[src/rtl/wdt_pkg.sv]
package wdt_pkg;
  localparam logic [15:0] WR_KEY = 16'h1234;
  localparam int DATA_W = 16;
  localparam int OFS_CFG   = 'h04;
  localparam int OFS_LOAD  = 'h08;
  localparam int OFS_REFR  = 'h18;
  localparam int OFS_START = 'h1C;
  localparam int NGRP    = 3;
  localparam int GRP_INT = 0;
  localparam int GRP_CNT = 1;
  localparam int GRP_CFG = 2;

  function automatic logic key_ok(logic [31:0] d);
    return d[31:16] == WR_KEY;
  endfunction

  function automatic logic grp_flip(logic [1:0] o, logic [1:0] n);
    return (o == 2'd1 && n == 2'd2) || (o == 2'd2 && n == 2'd1);
  endfunction

  function automatic logic [7:0] pre_next(logic [7:0] c, logic [7:0] lim);
    return (c == lim) ? 8'd0 : c + 8'd1;
  endfunction
endpackage

[src/rtl/wdt_regs.sv]
module wdt_regs #(
  parameter int ADDR_W = 8,
  parameter int DEF_DIV = 16,
  parameter logic [15:0] RST_LOAD = 16'hFFFF
) (
  input  logic              clk,
  input  logic              rst_n,
  input  logic [ADDR_W-1:0] addr,
  input  logic              wr_en,
  input  logic [31:0]       wr_data,
  output logic [31:0]       rd_data,
  output logic [7:0]        cfg_div_m1,
  output logic [15:0]       load_val,
  output logic [5:0]        refr_old,
  output logic              refr_wr,
  output logic              run_en
);
  import wdt_pkg::*;
  localparam logic [15:0] CFG_RST = {8'(DEF_DIV - 1), 8'h00};

  logic [15:0] cfg_q, load_q, refr_q, start_q;
  logic wr_ok;
  assign wr_ok = wr_en && key_ok(wr_data);

  always_ff @(posedge clk) begin
    if (!rst_n) begin
      cfg_q   <= CFG_RST;
      load_q  <= RST_LOAD;
      refr_q  <= 16'h0015;
      start_q <= 16'h0000;
    end else if (wr_ok) begin
      if (addr == ADDR_W'(OFS_CFG))   cfg_q   <= wr_data[15:0];
      if (addr == ADDR_W'(OFS_LOAD))  load_q  <= wr_data[15:0];
      if (addr == ADDR_W'(OFS_REFR))  refr_q  <= wr_data[15:0];
      if (addr == ADDR_W'(OFS_START)) start_q <= wr_data[15:0];
    end
  end

  always_comb begin
    rd_data = 32'd0;
    case (addr)
      ADDR_W'(OFS_CFG):   rd_data[15:0] = cfg_q;
      ADDR_W'(OFS_LOAD):  rd_data[15:0] = load_q;
      ADDR_W'(OFS_REFR):  rd_data[15:0] = refr_q;
      ADDR_W'(OFS_START): rd_data[15:0] = start_q;
      default:            rd_data = 32'd0;
    endcase
  end

  assign cfg_div_m1 = cfg_q[15:8];
  assign load_val   = load_q;
  assign refr_old   = refr_q[5:0];
  assign refr_wr    = wr_ok && (addr == ADDR_W'(OFS_REFR));
  assign run_en     = start_q[0];
endmodule

[src/rtl/wdt_refresh_det.sv]
module wdt_refresh_det (
  input  logic       strobe,
  input  logic [5:0] old_val,
  input  logic [5:0] new_val,
  output logic [wdt_pkg::NGRP-1:0] evt
);
  import wdt_pkg::*;
  for (genvar g = 0; g < NGRP; g++) begin : g_grp
    assign evt[g] = strobe && grp_flip(old_val[2*g+1:2*g], new_val[2*g+1:2*g]);
  end
endmodule

[src/rtl/wdt_prescaler.sv]
module wdt_prescaler #(
  parameter int DEF_DIV = 16
) (
  input  logic       clk,
  input  logic       rst_n,
  input  logic       en,
  input  logic       tick,
  input  logic       restart,
  input  logic [7:0] div_m1_in,
  output logic [7:0] div_live,
  output logic       ptick
);
  import wdt_pkg::*;
  logic [7:0] pcnt;

  assign ptick = en && tick && !restart && (pcnt == div_live);

  always_ff @(posedge clk) begin
    if (!rst_n) begin
      div_live <= 8'(DEF_DIV - 1);
      pcnt     <= 8'd0;
    end else if (restart) begin
      div_live <= div_m1_in;
      pcnt     <= 8'd0;
    end else if (en && tick) begin
      pcnt <= pre_next(pcnt, div_live);
    end
  end
endmodule

[src/rtl/wdt_downcounter.sv]
module wdt_downcounter #(
  parameter logic [15:0] RST_LOAD = 16'hFFFF
) (
  input  logic        clk,
  input  logic        rst_n,
  input  logic        en,
  input  logic        ptick,
  input  logic        reload,
  input  logic [15:0] load_val,
  output logic [15:0] count,
  output logic        expire,
  output logic        req
);
  assign expire = en && ptick && !reload && (count <= 16'd1);

  always_ff @(posedge clk) begin
    if (!rst_n) begin
      count <= RST_LOAD;
      req   <= 1'b0;
    end else begin
      if (reload)
        count <= load_val;
      else if (en && ptick && count != 16'd0)
        count <= count - 16'd1;
      if (expire) req <= 1'b1;
    end
  end
endmodule

[src/rtl/wdt_keyed.sv]
module wdt_keyed #(
  parameter int ADDR_W = 8,
  parameter int DEF_DIV = 16,
  parameter logic [15:0] RST_LOAD = 16'hFFFF
) (
  input  logic              clk,
  input  logic              rst_n,
  input  logic              tick,
  input  logic [ADDR_W-1:0] addr,
  input  logic              wr_en,
  input  logic [31:0]       wr_data,
  output logic [31:0]       rd_data,
  output logic              rst_req
);
  import wdt_pkg::*;

  logic [7:0]  cfg_div_m1, div_live;
  logic [15:0] load_val, count;
  logic [5:0]  refr_old;
  logic        refr_wr, run_en, ptick, expire;
  logic [NGRP-1:0] grp_evt;
  logic        cfg_evt, cnt_evt, int_evt;

  wdt_regs #(.ADDR_W(ADDR_W), .DEF_DIV(DEF_DIV), .RST_LOAD(RST_LOAD)) u_regs (
    .clk(clk), .rst_n(rst_n), .addr(addr), .wr_en(wr_en), .wr_data(wr_data),
    .rd_data(rd_data), .cfg_div_m1(cfg_div_m1), .load_val(load_val),
    .refr_old(refr_old), .refr_wr(refr_wr), .run_en(run_en)
  );

  wdt_refresh_det u_det (
    .strobe(refr_wr), .old_val(refr_old), .new_val(wr_data[5:0]), .evt(grp_evt)
  );

  assign cfg_evt = grp_evt[GRP_CFG];
  assign cnt_evt = grp_evt[GRP_CNT];
  assign int_evt = grp_evt[GRP_INT];

  wdt_prescaler #(.DEF_DIV(DEF_DIV)) u_pre (
    .clk(clk), .rst_n(rst_n), .en(run_en), .tick(tick), .restart(cfg_evt),
    .div_m1_in(cfg_div_m1), .div_live(div_live), .ptick(ptick)
  );

  wdt_downcounter #(.RST_LOAD(RST_LOAD)) u_cnt (
    .clk(clk), .rst_n(rst_n), .en(run_en), .ptick(ptick), .reload(cnt_evt),
    .load_val(load_val), .count(count), .expire(expire), .req(rst_req)
  );
endmodule

[config.mk]
export PLATFORM = sky130hd
export DESIGN_NAME = wdt_keyed
export DESIGN_NICKNAME = d
export VERILOG_FILES = /design/src/rtl/wdt_pkg.sv /design/src/rtl/wdt_regs.sv /design/src/rtl/wdt_refresh_det.sv /design/src/rtl/wdt_prescaler.sv /design/src/rtl/wdt_downcounter.sv /design/src/rtl/wdt_keyed.sv
export SDC_FILE = /design/constraint.sdc
export NUM_CORES = 1
export LEC_CHECK = 0
export BUFFER_PORTS_ARGS = -buffer_cell sky130_fd_sc_hd__buf_2
export CAP_MARGIN = 20
export CORE_UTILIZATION = 52
export DETAILED_ROUTE_END_ITERATION = 12
export PLACE_DENSITY = 0.8
export SLEW_MARGIN = 5
export SYNTH_ARGS = -nofsm -noshare
export SYNTH_HDL_FRONTEND = slang
export SYNTH_HIERARCHICAL = 1
export SYNTH_SLANG_ARGS = --single-unit
[constraint.sdc]
create_clock -name clk -period 3.63 [get_ports clk]
set_clock_uncertainty 0.05 [all_clocks]
set_input_delay 0.726 -clock clk [delete_from_list [all_inputs] [get_ports clk]]
set_output_delay 0.726 -clock clk [all_outputs]
set_load 0.03 [all_outputs]
## Word level (Yosys, flattened, before mapping)

Cells that the tools add are included.

- Logic and storage cells: 56
- Bits in registers: 97

- Equality and inequality tests: 14
- $lt $le $gt $ge: 1
- Bitwise operators: 1
- Add/sub/neg operators: 2
- Reduce and logical (&&, ||, !) cells: 26
- Muxes and demuxes: 4

Operators by type and width:

| kind | count |
|---|---|
| case mux 16 bit (4 select lines) | 1 |
| two-way mux 16 bit | 2 |
| equality test 16 x 13 -> 1 bit (second input constant) | 1 |
| equality test 8 x 5 -> 1 bit (second input constant) | 2 |
| less-or-equal comparator 16 x 1 -> 1 bit (second input constant) | 1 |
| nonzero test 16 bit | 1 |
| subtractor 16 x 1 -> 16 bit (second input constant) | 1 |
| logical AND 1 bit | 15 |
| adder 8 x 1 -> 8 bit (second input constant) | 1 |
| equality test 2 x 1 -> 1 bit (second input constant) | 4 |
| equality test 2 bit (second input constant) | 4 |
| equality test 8 x 3 -> 1 bit (second input constant) | 1 |
| equality test 8 x 4 -> 1 bit (second input constant) | 1 |
| equality test 8 bit | 1 |
| two-way mux 8 bit | 1 |
| AND reduction 2 bit | 4 |
| logical NOT 1 bit | 2 |
| logical OR 1 bit | 2 |
| nonzero test 2 bit | 1 |
| OR reduction 2 bit | 1 |
| inverter 1 bit | 1 |

## Logic depth before layout (Yosys ltp)

- Depth after elaboration: 11
- Mapped depth: 13
- Mapped depth without buffers: 10

## Hierarchy

Netlist, hierarchy kept.

Modules (own cells, without submodules):

| module | cells an instance | times used | area an instance (sq um) | seq. area each (sq um) |
|---|---|---|---|---|
| wdt_regs | 362 | 1 | 3310.7 | 1281.2 |
| wdt_downcounter | 151 | 1 | 1273.7 | 340.3 |
| wdt_prescaler | 78 | 1 | 752.0 | 320.3 |
| wdt_refresh_det | 9 | 1 | 97.6 | 0.0 |

## Least setup slack after synthesis

Ideal clock, no wire load.

- Path type: input to register
- Start point: input wr_data[27]
- End point: register u_cnt.count[6]
- Setup time: 0.140 ns
- Cell stages on the path: 11
- Slack: 0.122 ns
- Arrival: 3.318 ns
- Path through: or4b_4 or3_2 nor3_1 o21a_1 buf_2 nor3_1 nand3_1 clkbuf_1 nor4_1 a221oi_1 o21ai_0

- Cells in the longest elaborated chain, start to end: 10
- Elaborated cells between the ends (all ways): 12

RTL lines:

| item | line | text |
|---|---|---|
| start: declaration | wdt_keyed.sv:11 | `input logic [31:0] wr_data,` |
| equality test 16 x 13 -> 1 bit | wdt_pkg.sv:14 | `return d[31:16] == WR_KEY;` |
| logical AND 1 bit | wdt_regs.sv:23 | `assign wr_ok = wr_en && key_ok(wr_data);` |
| logical AND 1 bit | wdt_regs.sv:53 | `assign refr_wr = wr_ok && (addr == ADDR_W'(OFS_REFR));` |
| named net refr_wr | wdt_keyed.sv:20 | `logic refr_wr, run_en, ptick, expire;` |
| logical AND 1 bit | wdt_refresh_det.sv:9 | `assign evt[g] = strobe && grp_flip(old_val[2*g+1:2*g], new_val[2*g+1:2*g]);` |
| named net grp_evt[2] | wdt_keyed.sv:21 | `logic [NGRP-1:0] grp_evt;` |
| logical NOT 1 bit | wdt_prescaler.sv:16 | `assign ptick = en && tick && !restart && (pcnt == div_live);` |
| logical AND 1 bit (2 in a row) | wdt_prescaler.sv:16 |  |
| named net ptick | wdt_keyed.sv:20 |  |
| logical AND 1 bit (2 in a row) | wdt_downcounter.sv:23 | `else if (en && ptick && count != 16'd0)` |
| nonzero test 2 bit (no source line) | n/a |  |
| end signal: assignment | wdt_downcounter.sv:22 | `count <= load_val;` |
| end signal: assignment | wdt_downcounter.sv:24 | `count <= count - 16'd1;` |
| end: declaration | wdt_downcounter.sv:10 | `output logic [15:0] count,` |

The timed path passes the listed nets, and every way through them passes these cells.
A chain may end at the register's enable or synchronous reset.

## Worst setup path in the final report

- Start point: input wr_data[27]
- End point: register u_cnt.count[14]

Same word-level chain as after synthesis.

==> results.md <==
* Startpoint types: primary input
* Hold_buf cts at 0
* Final Hold Vio Count at 0
* CP required at 3.84 ns
* Rows at 36
* Worst-margin pin slew at 0.914 ns
* DRC viols at 0
* GRT Util Overall at between 20% and 30%
* Initial antenna violation count at 0
* Max-cap violation count at 0
* # resized after CTS at 0
* Mean Syn Cell Area at about 9.1 µm²
* WL/cell at between 15 and 20 µm
* Initial Utilization at roughly 54%
* Most frequent CP cell: nor3_1
* Hold Path Class: reg2reg
* Final HPWL DP at between 9000 and 10000 µm
* First-pass GRT wire length at between 20000 and 25000 µm
* Post-Route WL at 12900 µm
* CTS Root Cell: clkbuf_8
* Vias at ~4.7k
* Buf/Inv on CP at 2
* IO Port Bufs at 60
* # setup viols final at 0
* Clk sinks at 97
* Die W at between 100 and 150 µm
* Vias in the first global route at about 4.4k
* Tmin final at between 3 and 4 ns
* Fillers at 888
* Leakage power at roughly 2.4 nW
* Total gr overflow at 0
* Fmax at 325 MHz
* Fin util at 58.7%
* CP max stage delay at 0.56 ns
* Worst-Skew Late Latency at roughly 0.37 ns
* RSZ-0062 raised after global routing: false
* PwrDens at 320 mW/mm²
* CP Max Fanout at 7
* CTS Buf Count at 9
* I/O Pins at 77
* Largest net degree at the start of global routing at 87
* CTS tree: yes
* Die Height at 104 µm
* Final TNS setup at 0 ns
* Max-slew headroom at slightly below 40%
* Post-route ant nets at 0
* Area Overhead vs Synth at 8.04%
* Slowest-stage cell, CP: or4b_4
* Nets at ~680
* Crit. End Element: register
* Peak supply drop at just under 300 µV
* Syn Inst Count at between 500 and 600
* Max Slew Vio Count at 0
* Postcts setup bufs at 0
* Longest Clk Path Bufs at 2
* Iteration-0 DRC Markers at a little under 400
* Core Area at slightly below 0.01 mm²
* CP arrival at between 3 and 4 ns
* CP delay by family, top: simple AND/OR/NAND/NOR gates
* Status: completed
* YS warnings at 6
* Ant diodes at 0
* Share of post-route cells with drive strength above 1 at a little under a fifth
* Final period util at between 80% and 90%
* Pwr Total at approximately 1.9 mW
* Worst setup path category: in2reg
* Mapped Area at 0.00539 mm²
* Die ar. at roughly 0.011 mm²
* H-tree Lvls at 3
* Router iterations before antenna repair at 5
* Detailed-route vias per instance at approximately 6.1
* Critical path cell sequence: buf_2, or4b_4, or3_2, nor3_1, o21a_1, nor3_1, nand3_1, buf_4, or4_1, o211ai_1, o311a_1
* Routability cong. at 0.830
* Clock slew at reported path FFs at around 0.090 ns
## state kept, by name, indices dropped and copies added (netlist names)
register         flops
u_cnt/count         16
u_cnt/req            1
u_regs/load_val     16
u_regs/refr_q       16
u_regs/start_q      16
u_pre/div_live       8
u_pre/pcnt           8
u_regs/cfg_q        16
## metal layers
metal  vias up  share of wire, %  GRT usage, %
li1       2212                 -             -
met1      2284                45          30.7
met2       139                49          40.4
met3        17               4.4          4.59
met4         0               1.6          8.27
met5         -                 0             0
## worst register-to-register path, stage by stage, from the launching register on
cell and delay [ns]:
dfxtp_1 0.45, xnor2_1 0.17, nand3_1 0.16, or3_1 0.44, nor3_1 0.27, nand3_1 0.27
buf_4 0.24, or4_1 0.50, o311a_1 0.35
## layout make-up
class	instances	area [µm²]	share of cell area, %
Sequential cell	97	1940	33.4
Clock inverter	4	26.3	0.452
Multi-Input combinational cell	436	3070	52.7
Tap cell	133	166	2.86
Clock buffer	12	155	2.67
Timing Repair Buffer	77	430	7.40
Inverter	9	33.8	0.581
## report_power, final
group | switching, mW | internal [mW] | total, mW
Sequential | 0.0000000277 | 1.06 | 1.06
Clock | 0.374 | 0.287 | 0.661
Combinational | 0.0902 | 0.0455 | 0.136
Total | 0.464 | 1.40 | 1.86
## layout by cell type, fill, tap and decap left out, types with 3 or more instances in the layout
cell      count
clkbuf_8     11
nand3b_1     12
xnor2_1       9
buf_2        59
buf_4        18
a22oi_1      16
nand4_1      16
a311oi_1      4
ha_1          3
or4_4         3
o311a_1       6
or3_1         5
and4bb_1      4
mux2i_1      63
o211ai_1      4
nand2_1      72
dfxtp_1      97
conb_1       16
o21ai_0       5
nor2b_1      33
a221o_1      16
nand3_1      15
a21oi_1       3
or4_1         3
o21a_1        3
o31ai_1       9
nor3_1        6
xor2_1        5
and2_1        3
nor2_1       42
inv_1         9
nor4_1       11
## per-stage QoR
step	instances	instance area, µm²	hold WS (ns)	setup slack (ns)
after CTS	768	5820	0.415	0.572
after floorplan	610	5440	0.385	0.185
after detailed placement	752	5640	0.400	0.180
after global placement	752	5640	0.392	0.316
final	768	5820	0.410	0.557
after global routing	768	5820	0.424	0.432
## path summary, 6_finish.rpt
kind	depth (start not counted)	slack, ns	endpoint	startpoint
max	11	0.56	u_cnt/count[14]	wr_data[27]
min	2	0.41	u_regs/refr_q[14]	u_regs/refr_q[14]
max reg2reg	8	0.63	u_cnt/count[14]	u_pre/pcnt[4]
min reg2reg	2	0.41	u_regs/refr_q[14]	u_regs/refr_q[14]
(Power assumes the default switching activity.)
